--- config.mk ---
export PLATFORM = sky130hd
export DESIGN_NAME = gpio5_port
export DESIGN_NICKNAME = d
export VERILOG_FILES = /design/src/rtl/gpio5_port.sv
export SDC_FILE = /design/constraint.sdc
export NUM_CORES = 1
export LEC_CHECK = 0
export BUFFER_PORTS_ARGS = -buffer_cell sky130_fd_sc_hd__buf_2
export CAP_MARGIN = 20
export CORE_MARGIN = 2
export CORE_UTILIZATION = 49
export DETAILED_ROUTE_END_ITERATION = 10
export PLACE_DENSITY = 0.92
export RECOVER_POWER = 100
export SLEW_MARGIN = 20
export SYNTH_ARGS = -nofsm -noshare
export SYNTH_HDL_FRONTEND = slang
export SYNTH_SLANG_ARGS = --single-unit
--- constraint.sdc ---
create_clock -name clk -period 1.95 [get_ports clk]
set_clock_uncertainty 0.2 [all_clocks]
set_input_delay 0.195 -clock clk [delete_from_list [all_inputs] [get_ports clk]]
set_output_delay 0.195 -clock clk [all_outputs]
set_load 0.02 [all_outputs]
--- src/rtl/gpio5_port.sv ---
module gpio5_port #(
  parameter int W = 5
) (
  input  logic         clk,
  input  logic         rst_n,
  input  logic         reg_sel,
  input  logic         wr_en,
  input  logic [7:0]   wdata,
  output logic [7:0]   rdata,
  input  logic         bit_set,
  input  logic         bit_clr,
  input  logic [2:0]   bit_idx,
  input  logic [W-1:0] pin_in,
  output logic [W-1:0] pin_out,
  output logic [W-1:0] pin_oe,
  output logic         tmr_clk
);
  localparam int OD = W - 1;

  logic [W-1:0] data_q, dir_q, meta_q, sync_q, mask;
  logic [1:0]   age_q;

  assign mask = {{(W-1){1'b0}}, 1'b1} << bit_idx;

  always_ff @(posedge clk) begin
    if (!rst_n) begin
      data_q <= '0;
      dir_q  <= '1;
      meta_q <= '0;
      sync_q <= '0;
      age_q  <= '0;
    end else begin
      meta_q <= pin_in;
      sync_q <= meta_q;
      if (age_q != 2'd3) age_q <= age_q + 2'd1;
      if (wr_en) begin
        if (reg_sel) dir_q  <= wdata[W-1:0];
        else         data_q <= wdata[W-1:0];
      end else if (bit_set) begin
        data_q <= sync_q | mask;
      end else if (bit_clr) begin
        data_q <= sync_q & ~mask;
      end
    end
  end

  assign rdata   = {{(8-W){1'b0}}, reg_sel ? dir_q : sync_q};
  assign tmr_clk = sync_q[OD];

  genvar g;
  generate
    for (g = 0; g < W; g++) begin : g_pad
      if (g == OD) begin : g_od
        assign pin_out[g] = 1'b0;
        assign pin_oe[g]  = ~dir_q[g] & ~data_q[g];
      end else begin : g_pp
        assign pin_out[g] = data_q[g];
        assign pin_oe[g]  = ~dir_q[g];
      end
    end
  endgenerate

  AST_DIR_LOAD: assert property (@(posedge clk) disable iff (!rst_n)
    (wr_en && reg_sel) |=> (dir_q == $past(wdata[W-1:0])));
  AST_DATA_LOAD: assert property (@(posedge clk) disable iff (!rst_n)
    (wr_en && !reg_sel) |=> (data_q == $past(wdata[W-1:0])));
  AST_SYNC_DELAY: assert property (@(posedge clk) disable iff (!rst_n)
    (age_q == 2'd3) |-> (sync_q == $past(pin_in, 2)));
  AST_HIGH_ZERO: assert property (@(posedge clk) disable iff (!rst_n)
    rdata[7:W] == '0);
  AST_RMW_SET: assert property (@(posedge clk) disable iff (!rst_n)
    (!wr_en && bit_set) |=> (data_q == ($past(sync_q) | ($past(mask)))));
  AST_OD_RELEASE: assert property (@(posedge clk) disable iff (!rst_n)
    pin_oe[OD] |-> (!pin_out[OD] && !dir_q[OD] && !data_q[OD]));
  AST_TMR_MATCH: assert property (@(posedge clk) disable iff (!rst_n)
    !reg_sel |-> (rdata[OD] == tmr_clk));
endmodule

==> results_dict.tcl, run 1 <==
set metrics [dict create \
    dp_hpwl_um 1370 \
    synth_edf_count 0 \
    setup_viol 0 \
    status "finished, final reports clean" \
    grt_setup_unrepaired "no" \
    fp-row-count 15 \
    grt_util_met2_pct 31.1 \
    layout_common_cells "dfxtp_1, clkbuf_1, buf_2" \
    postCtsSetupBuffers 0 \
    overflow 0 \
    routedWlPerCell_um 11.9 \
    fin_crit_sh_pct 74.8 \
    hp-class "in -> reg" \
    nets 155 \
    yosysWarningCount 0 \
    via_per_inst 4.83 \
    synthToLayoutAreaGrowth_pct 25.9 \
    die_height_um 47.6 \
    grt_pass1_vias 675 \
    async_reset_ff_share_pct 0 \
    drv_cap 0 \
    slowest_delay_ps 330 \
    vias 758 \
    cts_buffers 3 \
    rr_endpoint "data_q[0]" \
    top_usage_layer "met2" \
    die_w_um 47.6 \
    p_per_area_nw_per_um2 724 \
    critical_path_class "reg -> out" \
    place.gp.congestion 0.770 \
    grt_util_met1_pct 23.1 \
    root_buffer "clkbuf_4" \
    hold_path_end "dir_q[4]" \
    setup_slack_ps 492 \
    clockBufferDepth 2 \
    dpl_worst_slack_ps 569 \
    grt_max_degree 18 \
    hp-start "rst_n" \
    cp-end-kind "primary output" \
    routed_wirelength_um 1860 \
    core-area_um2 1760 \
    io_pins 41 \
    r2r_slack_ps 860 \
    initial_core_util_pct 52.8 \
    fillers 158 \
    clock_sinks 20 \
    slew_viol_final 0 \
    layout_commonest_cell "dfxtp_1" \
    crit_fanout 2 \
    clk_pin_slew_ps 110 \
    cp.required_ps 1550 \
    ant_nets 0 \
    critPathTopFamily "flip-flops" \
    drc 0 \
    path_cells "mux2_2, clkbuf_1" \
    peakVddDrop_v 0.000573 \
    worstSkewPairLatency_ps 300 \
    start_kind "flip-flop" \
    worstRegToRegCells 3 \
    p_leak_nw 0.501 \
    critPathBufInv 1 \
    ys_seq_area_share_pct 43.0 \
    dieArea_um2 2270 \
    r2r-start "sync_q[0]" \
    n_antenna_cell 0 \
    drive_above_1_share_pct 23.5 \
    synth_area_um2 932 \
    post_cts_resize_count 0 \
    port_buffers 33 \
    period_needed_ps 1460 \
    arrival_ps 1060 \
    drt_iter0_drc 13 \
    grt_usage_pct 18.6 \
    cp_slowest_cell "dfxtp_1" \
    use_met3_pct 5.28 \
    min_path_cells 2 \
    fmax_mhz 686 \
    ys_ff_latch 20 \
    synth_cell_types 22 \
    syn_area_per_cell_um2 10.0 \
    grt_pass1_wl_um 2890 \
    hold_viol_final 0 \
    h-tree-depth 1 \
    antenna_found_initial 0 \
    drtPass1Iterations 4 \
    tns_ps 0 \
    synth_top_flop_cell "dfxtp_1" \
    cts_tree "yes" \
    syn_inst 93 \
]
## per-layer routing
layer	share of wire [%]	up-vias	routed length, um
li1	-	384	-
met1	44	344	818
met5	0	-	0
met3	6.0	4	112
met2	49	26	908
met4	1.3	0	24
## synth_stat cells, types with 3 or more instances
| library cell | n | area [um^2] |
|---|---|---|
| a32o_1 | 5 | 50.1 |
| and2_1 | 10 | 62.6 |
| buf_4 | 8 | 60.1 |
| dfxtp_1 | 20 | 400 |
| inv_1 | 5 | 18.8 |
| mux2_2 | 5 | 56.3 |
| mux2i_1 | 5 | 50.1 |
| nand2_1 | 5 | 18.8 |
| nand2b_1 | 5 | 31.3 |
| nor2_1 | 7 | 26.3 |
| nor3b_2 | 3 | 37.5 |
| o211ai_1 | 5 | 37.5 |
## where the power goes
group | switching (mW) | leakage, nW | internal (mW)
clock network | 0.119 | 0.0210 | 0.114
registers | 0.0108 | 0.166 | 0.433
logic | 0.0972 | 0.315 | 0.0751
total | 0.227 | 0.501 | 0.622
## kinds of logic after synthesis
group           Yosys count  share of synthesized area (%)
simple gates             35                           24.3
buf+inv                  16                           10.6
flops                    20                           43.0
mux                      10                           11.4
other cells               1                          0.402
compound gates           11                           10.3
## registers in the layout, indices dropped and copies added (netlist names)
signal / flops
sync_q: 5
data_q: 5
meta_q: 5
dir_q: 5
## worst max-delay path by stage
stage / from / endpoint / cells past startpoint
5_1_grt: sync_q[1] / rdata[1] / 2
4_1_cts: sync_q[1] / rdata[1] / 2
3_3_place_gp: wr_en / data_q[0] / 4
2_1_floorplan: sync_q[4] / rdata[4] / 1
3_5_place_dp: wr_en / data_q[1] / 4
6_report: sync_q[1] / rdata[1] / 2
## layout make-up
class	instances	area (um^2)	share of cell area (%)
Tap cell	25	31.3	2.67
Clock buffer	4	36.3	3.09
Timing Repair Buffer	43	243	20.7
Inverter	5	18.8	1.60
Multi-Input combinational cell	60	444	37.8
Sequential cell	20	400	34.1
## per-stage QoR
stage / hold slack (ps) / total power [mW] / utilization, % / instances / area (um^2)
after floorplan: 117 / 0.574 / - / 96 / 943
after global placement: 200 / 0.610 / 60.1 / 143 / 1060
after detailed placement: 204 / 0.617 / 60.1 / 143 / 1060
after CTS: 26.5 / 0.860 / 67.8 / 157 / 1200
after global routing: 32.8 / 0.901 / 66.5 / 157 / 1170
final: 25.6 / 0.849 / 66.5 / 157 / 1170
## timing repair
action / in CTS / in global routing
hold buffers: 10 / 0
hold endpoints to repair: 10 / 0
endpoints found under the setup margin: 0 / 0
Power figures use the tool's default switching activity.
==> run 2: changes to the inputs <==
--- a/config.mk
+++ b/config.mk
@@ -8,9 +8,9 @@
 export BUFFER_PORTS_ARGS = -buffer_cell sky130_fd_sc_hd__buf_2
 export CAP_MARGIN = 20
 export CORE_MARGIN = 2
-export CORE_UTILIZATION = 49
+export CORE_UTILIZATION = 41
 export DETAILED_ROUTE_END_ITERATION = 10
-export PLACE_DENSITY = 0.92
+export PLACE_DENSITY = 0.84
 export RECOVER_POWER = 100
 export SLEW_MARGIN = 20
 export SYNTH_ARGS = -nofsm -noshare
==> constraint.sdc (replaced) <==
create_clock -name clk -period 1.2 [get_ports clk]
set_clock_uncertainty 0.2 [all_clocks]
set_input_delay 0.12 -clock clk [delete_from_list [all_inputs] [get_ports clk]]
set_output_delay 0.12 -clock clk [all_outputs]
set_load 0.02 [all_outputs]
==> run 2 against run 1 <==
Net effect: the flow now finishes with violations (negative setup slack); worst setup slack worse by 640 ps; register-to-register slack lost 950 ps; die area increased by 18%; cell area increased by 17%; first-iteration DRC count shrank 46%; sequential share of layout area fell by 4.0 points; via count is 5.9% higher; core utilization shrank 4.0 points; global-route usage fell by 2.0 points; cell count is 7.0% higher; worst hold slack improved by 14 ps; critical path type unchanged; largest cell class unchanged; largest power group unchanged.
==> results_dict.tcl, run 2 (synthesized netlist as in run 1, its figures left out) <==
set metrics [dict create \
    cp-startpoint "dir_q[4]" \
    netSwitchingPower_mw 0.378 \
    status "complete, but fails checks" \
    dieArea_um2 2670 \
    grt_usage_pct 16.6 \
    io_pins 41 \
    arrival_ps 1030 \
    grt_pass1_vias 798 \
    swShare_pct 27.1 \
    overflow 0 \
    crit_fanout 2 \
    cts_tree "yes" \
    start_kind "flip-flop" \
    violations "negative setup slack" \
    layout_commonest_cell "buf_2" \
    hold_viol_final 0 \
    grt_setup_unrepaired "yes" \
    hold_ws_ps 39.9 \
    drtPass1Iterations 6 \
    hp-start "rst_n" \
    peakVddDrop_v 0.000788 \
    fp-row-count 17 \
    clockBufferDepth 2 \
    ant_nets 0 \
    fillers 179 \
    h-tree-depth 1 \
    routedWlPerCell_um 12.5 \
    r2r_slack_ps -90 \
    dp_hpwl_um 1370 \
    p_per_area_nw_per_um2 1020 \
    via_per_inst 4.78 \
    cp-end-kind "primary output" \
    vias 803 \
    p_seq_share_pct 52.2 \
    comb_power_share_pct 26.5 \
    routed_wirelength_um 2100 \
    place.gp.congestion 0.746 \
    hp-class "in -> reg" \
    multi_input_area_um2 480 \
    clock_sinks 20 \
    grt_max_degree 16 \
    n_antenna_cell 0 \
    slew_viol_final 0 \
    fin_crit_sh_pct 113 \
    p_int_mw 1.02 \
    p_leak_nw 0.636 \
    dpl_worst_slack_ps -18.5 \
    port_buffers 33 \
    setup_viol 8 \
    die_height_um 51.7 \
    synthToLayoutAreaGrowth_pct 47.0 \
    root_buffer "clkbuf_4" \
    place_inst 150 \
    core-area_um2 2190 \
    grt_pass1_wl_um 3360 \
    layout_common_cells "buf_2, buf_6, dfxtp_1, dfxtp_2, dlygate4sd3_1" \
    drc 0 \
    postPlaceCellArea_um2 1090 \
    cts_buffers 3 \
    nets 164 \
    r2r-start "sync_q[4]" \
    setup_slack_ps -153 \
    clkPwrFrac_pct 21.3 \
    critical_path_class "reg -> out" \
    drt_iter0_drc 7 \
    regArea_um2 413 \
    drive_above_1_share_pct 50.0 \
    period_needed_ps 1350 \
    design_area_um2 1370 \
    initial_core_util_pct 42.5 \
    cp.required_ps 880 \
    clk_pin_slew_ps 100 \
    final_cells 168 \
    drv_cap 0 \
    antenna_found_initial 0 \
    die_w_um 51.7 \
    worstSkewPairLatency_ps 280 \
    fmax_mhz 739 \
]
==> run 2: cell count changes in the layout (fill, tap and decap cells not counted), sizes merged <==
cell and change:
clkbuf -18, buf +26
==> run 2: area by class of cell <==
class / count / area share (%)
multi-input combinational: 60 / 35.1
tap: 28 / 2.56
timing repair buffer: 52 / 29.2
inverter: 5 / 1.37
clock buffer: 3 / 1.64
sequential: 20 / 30.1
==> run 2: worst paths after layout <==
check | end | cells past startpoint
hold / removal | dir_q[2] | 3
hold reg to reg | sync_q[4] | 1
setup / recovery | rdata[4] | 2
setup reg to reg | data_q[4] | 5
==> run 2: power by group through the flow <==
stage	Combinational (mW)	Sequential, mW	Clock, mW
CTS	0.351	0.726	0.315
detailed placement	0.275	0.737	0
finish	0.370	0.728	0.298
floorplan	0.200	0.734	0
global route	0.397	0.734	0.343
global placement	0.269	0.735	0
==> run 2: per-stage QoR <==
step                      total power, mW  utilization [%]  TNS (ps)
final                                1.40             62.5      -945
after global routing                 1.47             62.5     -1250
after CTS                            1.39             60.7      -820
after detailed placement             1.01             49.9     -81.3
after global placement               1.00             49.9         0
after floorplan                     0.933                -         0
==> run 2: critical path: stages (launching register included) <==
cell     delay, ps
dfxtp_2        350
mux2_4         270
buf_6          130
==> run 2: layer usage <==
| layer | track usage (%) | up-vias | share of wire, % |
|---|---|---|---|
| li1 | - | 399 | - |
| met1 | 21.9 | 375 | 42 |
| met2 | 27.6 | 27 | 50 |
| met3 | 2.87 | 2 | 6.9 |
| met4 | 5.26 | 0 | 0.57 |
| met5 | 0 | - | 0 |
==> run 2: what timing repair did <==
action	4_1_cts	5_1_grt
hold endpoints to repair	15	0
hold buffers	10	0
setup buffers	4	1
pin swaps	1	2
gates resized for setup	29	14
setup endpoints to repair	6	13
==> run 3: changes to the inputs <==
==> constraint.sdc (replaced) <==
create_clock -name clk -period 1.2 [get_ports clk]
set_clock_uncertainty 0.2 [all_clocks]
set_input_delay 0 -clock clk [delete_from_list [all_inputs] [get_ports clk]]
set_output_delay 0 -clock clk [all_outputs]
set_load 0.02 [all_outputs]
==> run 3 against run 2 <==
Net effect: wire length is 6.9% higher; highest routed layer unchanged; critical path depth stayed put; the flow finishes with violations (negative hold slack, negative setup slack); largest cell class unchanged; register-to-register slack better by 120 ps; clock power is 2% higher; critical endpoint is now rdata[1].
==> results_dict.tcl, run 3 (synthesized netlist as in run 1, its figures left out) <==
set metrics [dict create \
    status "complete, but fails checks" \
    violations "negative hold slack, negative setup slack" \
    setup_slack_ps -42.6 \
    drc 0 \
    clkPwrFrac_pct 21.9 \
    die_w_um 51.7 \
    dpl_worst_slack_ps 45.4 \
    p_leak_nw 0.644 \
    p_seq_share_pct 52.2 \
    utilization_pct 61.6 \
    postPlaceCellArea_um2 1090 \
    drtPass1Iterations 4 \
    vias 821 \
    dieArea_um2 2670 \
    grt_max_degree 16 \
    netSwitchingPower_mw 0.383 \
    worstRegToRegCells 4 \
    fillers 184 \
    p_total_mw 1.39 \
    highest_layer "met4" \
    synthToLayoutAreaGrowth_pct 44.8 \
    hp-start "reg_sel" \
    met2WireLength_um 1250 \
    routedWlPerCell_um 13.3 \
    m1WireLength_um 870 \
    grt_usage_pct 19.1 \
    hold_ws_ps -64.8 \
    port_buffers 33 \
    hold_path_end "dir_q[1]" \
    hp-class "in -> reg" \
    min_path_cells 3 \
    clockBufferDepth 2 \
    root_buffer "clkbuf_4" \
    p_int_mw 1.01 \
    h-tree-depth 1 \
    initial_core_util_pct 42.5 \
    final_cells 169 \
    r2r-start "sync_q[3]" \
    swShare_pct 27.5 \
    drt_iter0_drc 7 \
    design_area_um2 1350 \
    drv_cap 0 \
    tns_ps -161 \
    hold_viol_final 5 \
    layout_commonest_cell "buf_2" \
    comb_power_share_pct 25.9 \
    n_antenna_cell 0 \
    core-area_um2 2190 \
    nets 165 \
    antenna_found_initial 0 \
    clk_pin_slew_ps 100 \
    cts_tree "yes" \
    period_needed_ps 1240 \
    hold_buffers 14 \
    arrival_ps 1040 \
    grt_pass1_wl_um 3810 \
    start_kind "flip-flop" \
    routed_wirelength_um 2250 \
    crit_fanout 2 \
    setup_viol 5 \
    critical_path_class "reg -> out" \
    place.gp.congestion 0.739 \
    fp-row-count 17 \
    drive_above_1_share_pct 45.4 \
    place_inst 149 \
    p_per_area_nw_per_um2 1030 \
    dp_hpwl_um 1490 \
    die_height_um 51.7 \
    cp-end-kind "primary output" \
    cts_buffers 3 \
    rr_endpoint "data_q[3]" \
    layout_common_cells "buf_2, dfxtp_1, dlygate4sd3_1" \
    peakVddDrop_v 0.000834 \
    ant_nets 0 \
    via_per_inst 4.86 \
    r2r_slack_ps 30 \
    clock_sinks 20 \
    grt_pass1_vias 918 \
    fin_crit_sh_pct 104 \
    cp.required_ps 1000 \
    io_pins 41 \
    grt_setup_unrepaired "yes" \
    wl_met3_um 104 \
    overflow 0 \
    fmax_mhz 805 \
    slew_viol_final 0 \
    worstSkewPairLatency_ps 290 \
]
run 3: worst max path at each step:
stage | cells past startpoint | startpoint | slack [ps] | to
6_report | 2 | sync_q[1] | -40 | rdata[1]
5_1_grt | 2 | sync_q[1] | -70 | rdata[1]
4_1_cts | 2 | dir_q[1] | -30 | rdata[1]
3_5_place_dp | 4 | wr_en | 50 | data_q[1]
3_3_place_gp | 4 | wr_en | 90 | data_q[3]
2_1_floorplan | 3 | sync_q[4] | 120 | data_q[4]
run 3: critical path, stage by stage (launching register included):
cell     delay, ps
dfxtp_1        340
mux2_4         280
buf_6          130
run 3: layer usage:
metal / track usage, % / vias to the layer above
met3: 3.45 / 4
li1: - / 402
met4: 8.77 / 0
met5: 0 / -
met2: 37.8 / 29
met1: 18.8 / 386
run 3: layout make-up:
class	instances	area [um^2]	area share (%)
clock buffers	3	22.5	1.67
inverters	5	18.8	1.39
multi-input cells	60	480	35.6
flip-flops and latches	20	410	30.4
well taps	28	35.0	2.60
repair buffers	53	383	28.4
run 3: power by group through the flow:
stage	logic [mW]	registers (mW)	clock network, mW
2_1_floorplan	0.200	0.734	0
3_3_place_gp	0.268	0.735	0
3_5_place_dp	0.277	0.737	0
4_1_cts	0.352	0.723	0.318
5_1_grt	0.389	0.730	0.347
6_report	0.361	0.726	0.304
run 3: repair_timing:
item | CTS | global route
resized for setup | 21 | 10
pin swaps | 0 | 4
endpoints found under the hold margin | 20 | 5
setup endpoints to repair | 5 | 14
buffers inserted | 4 | 0
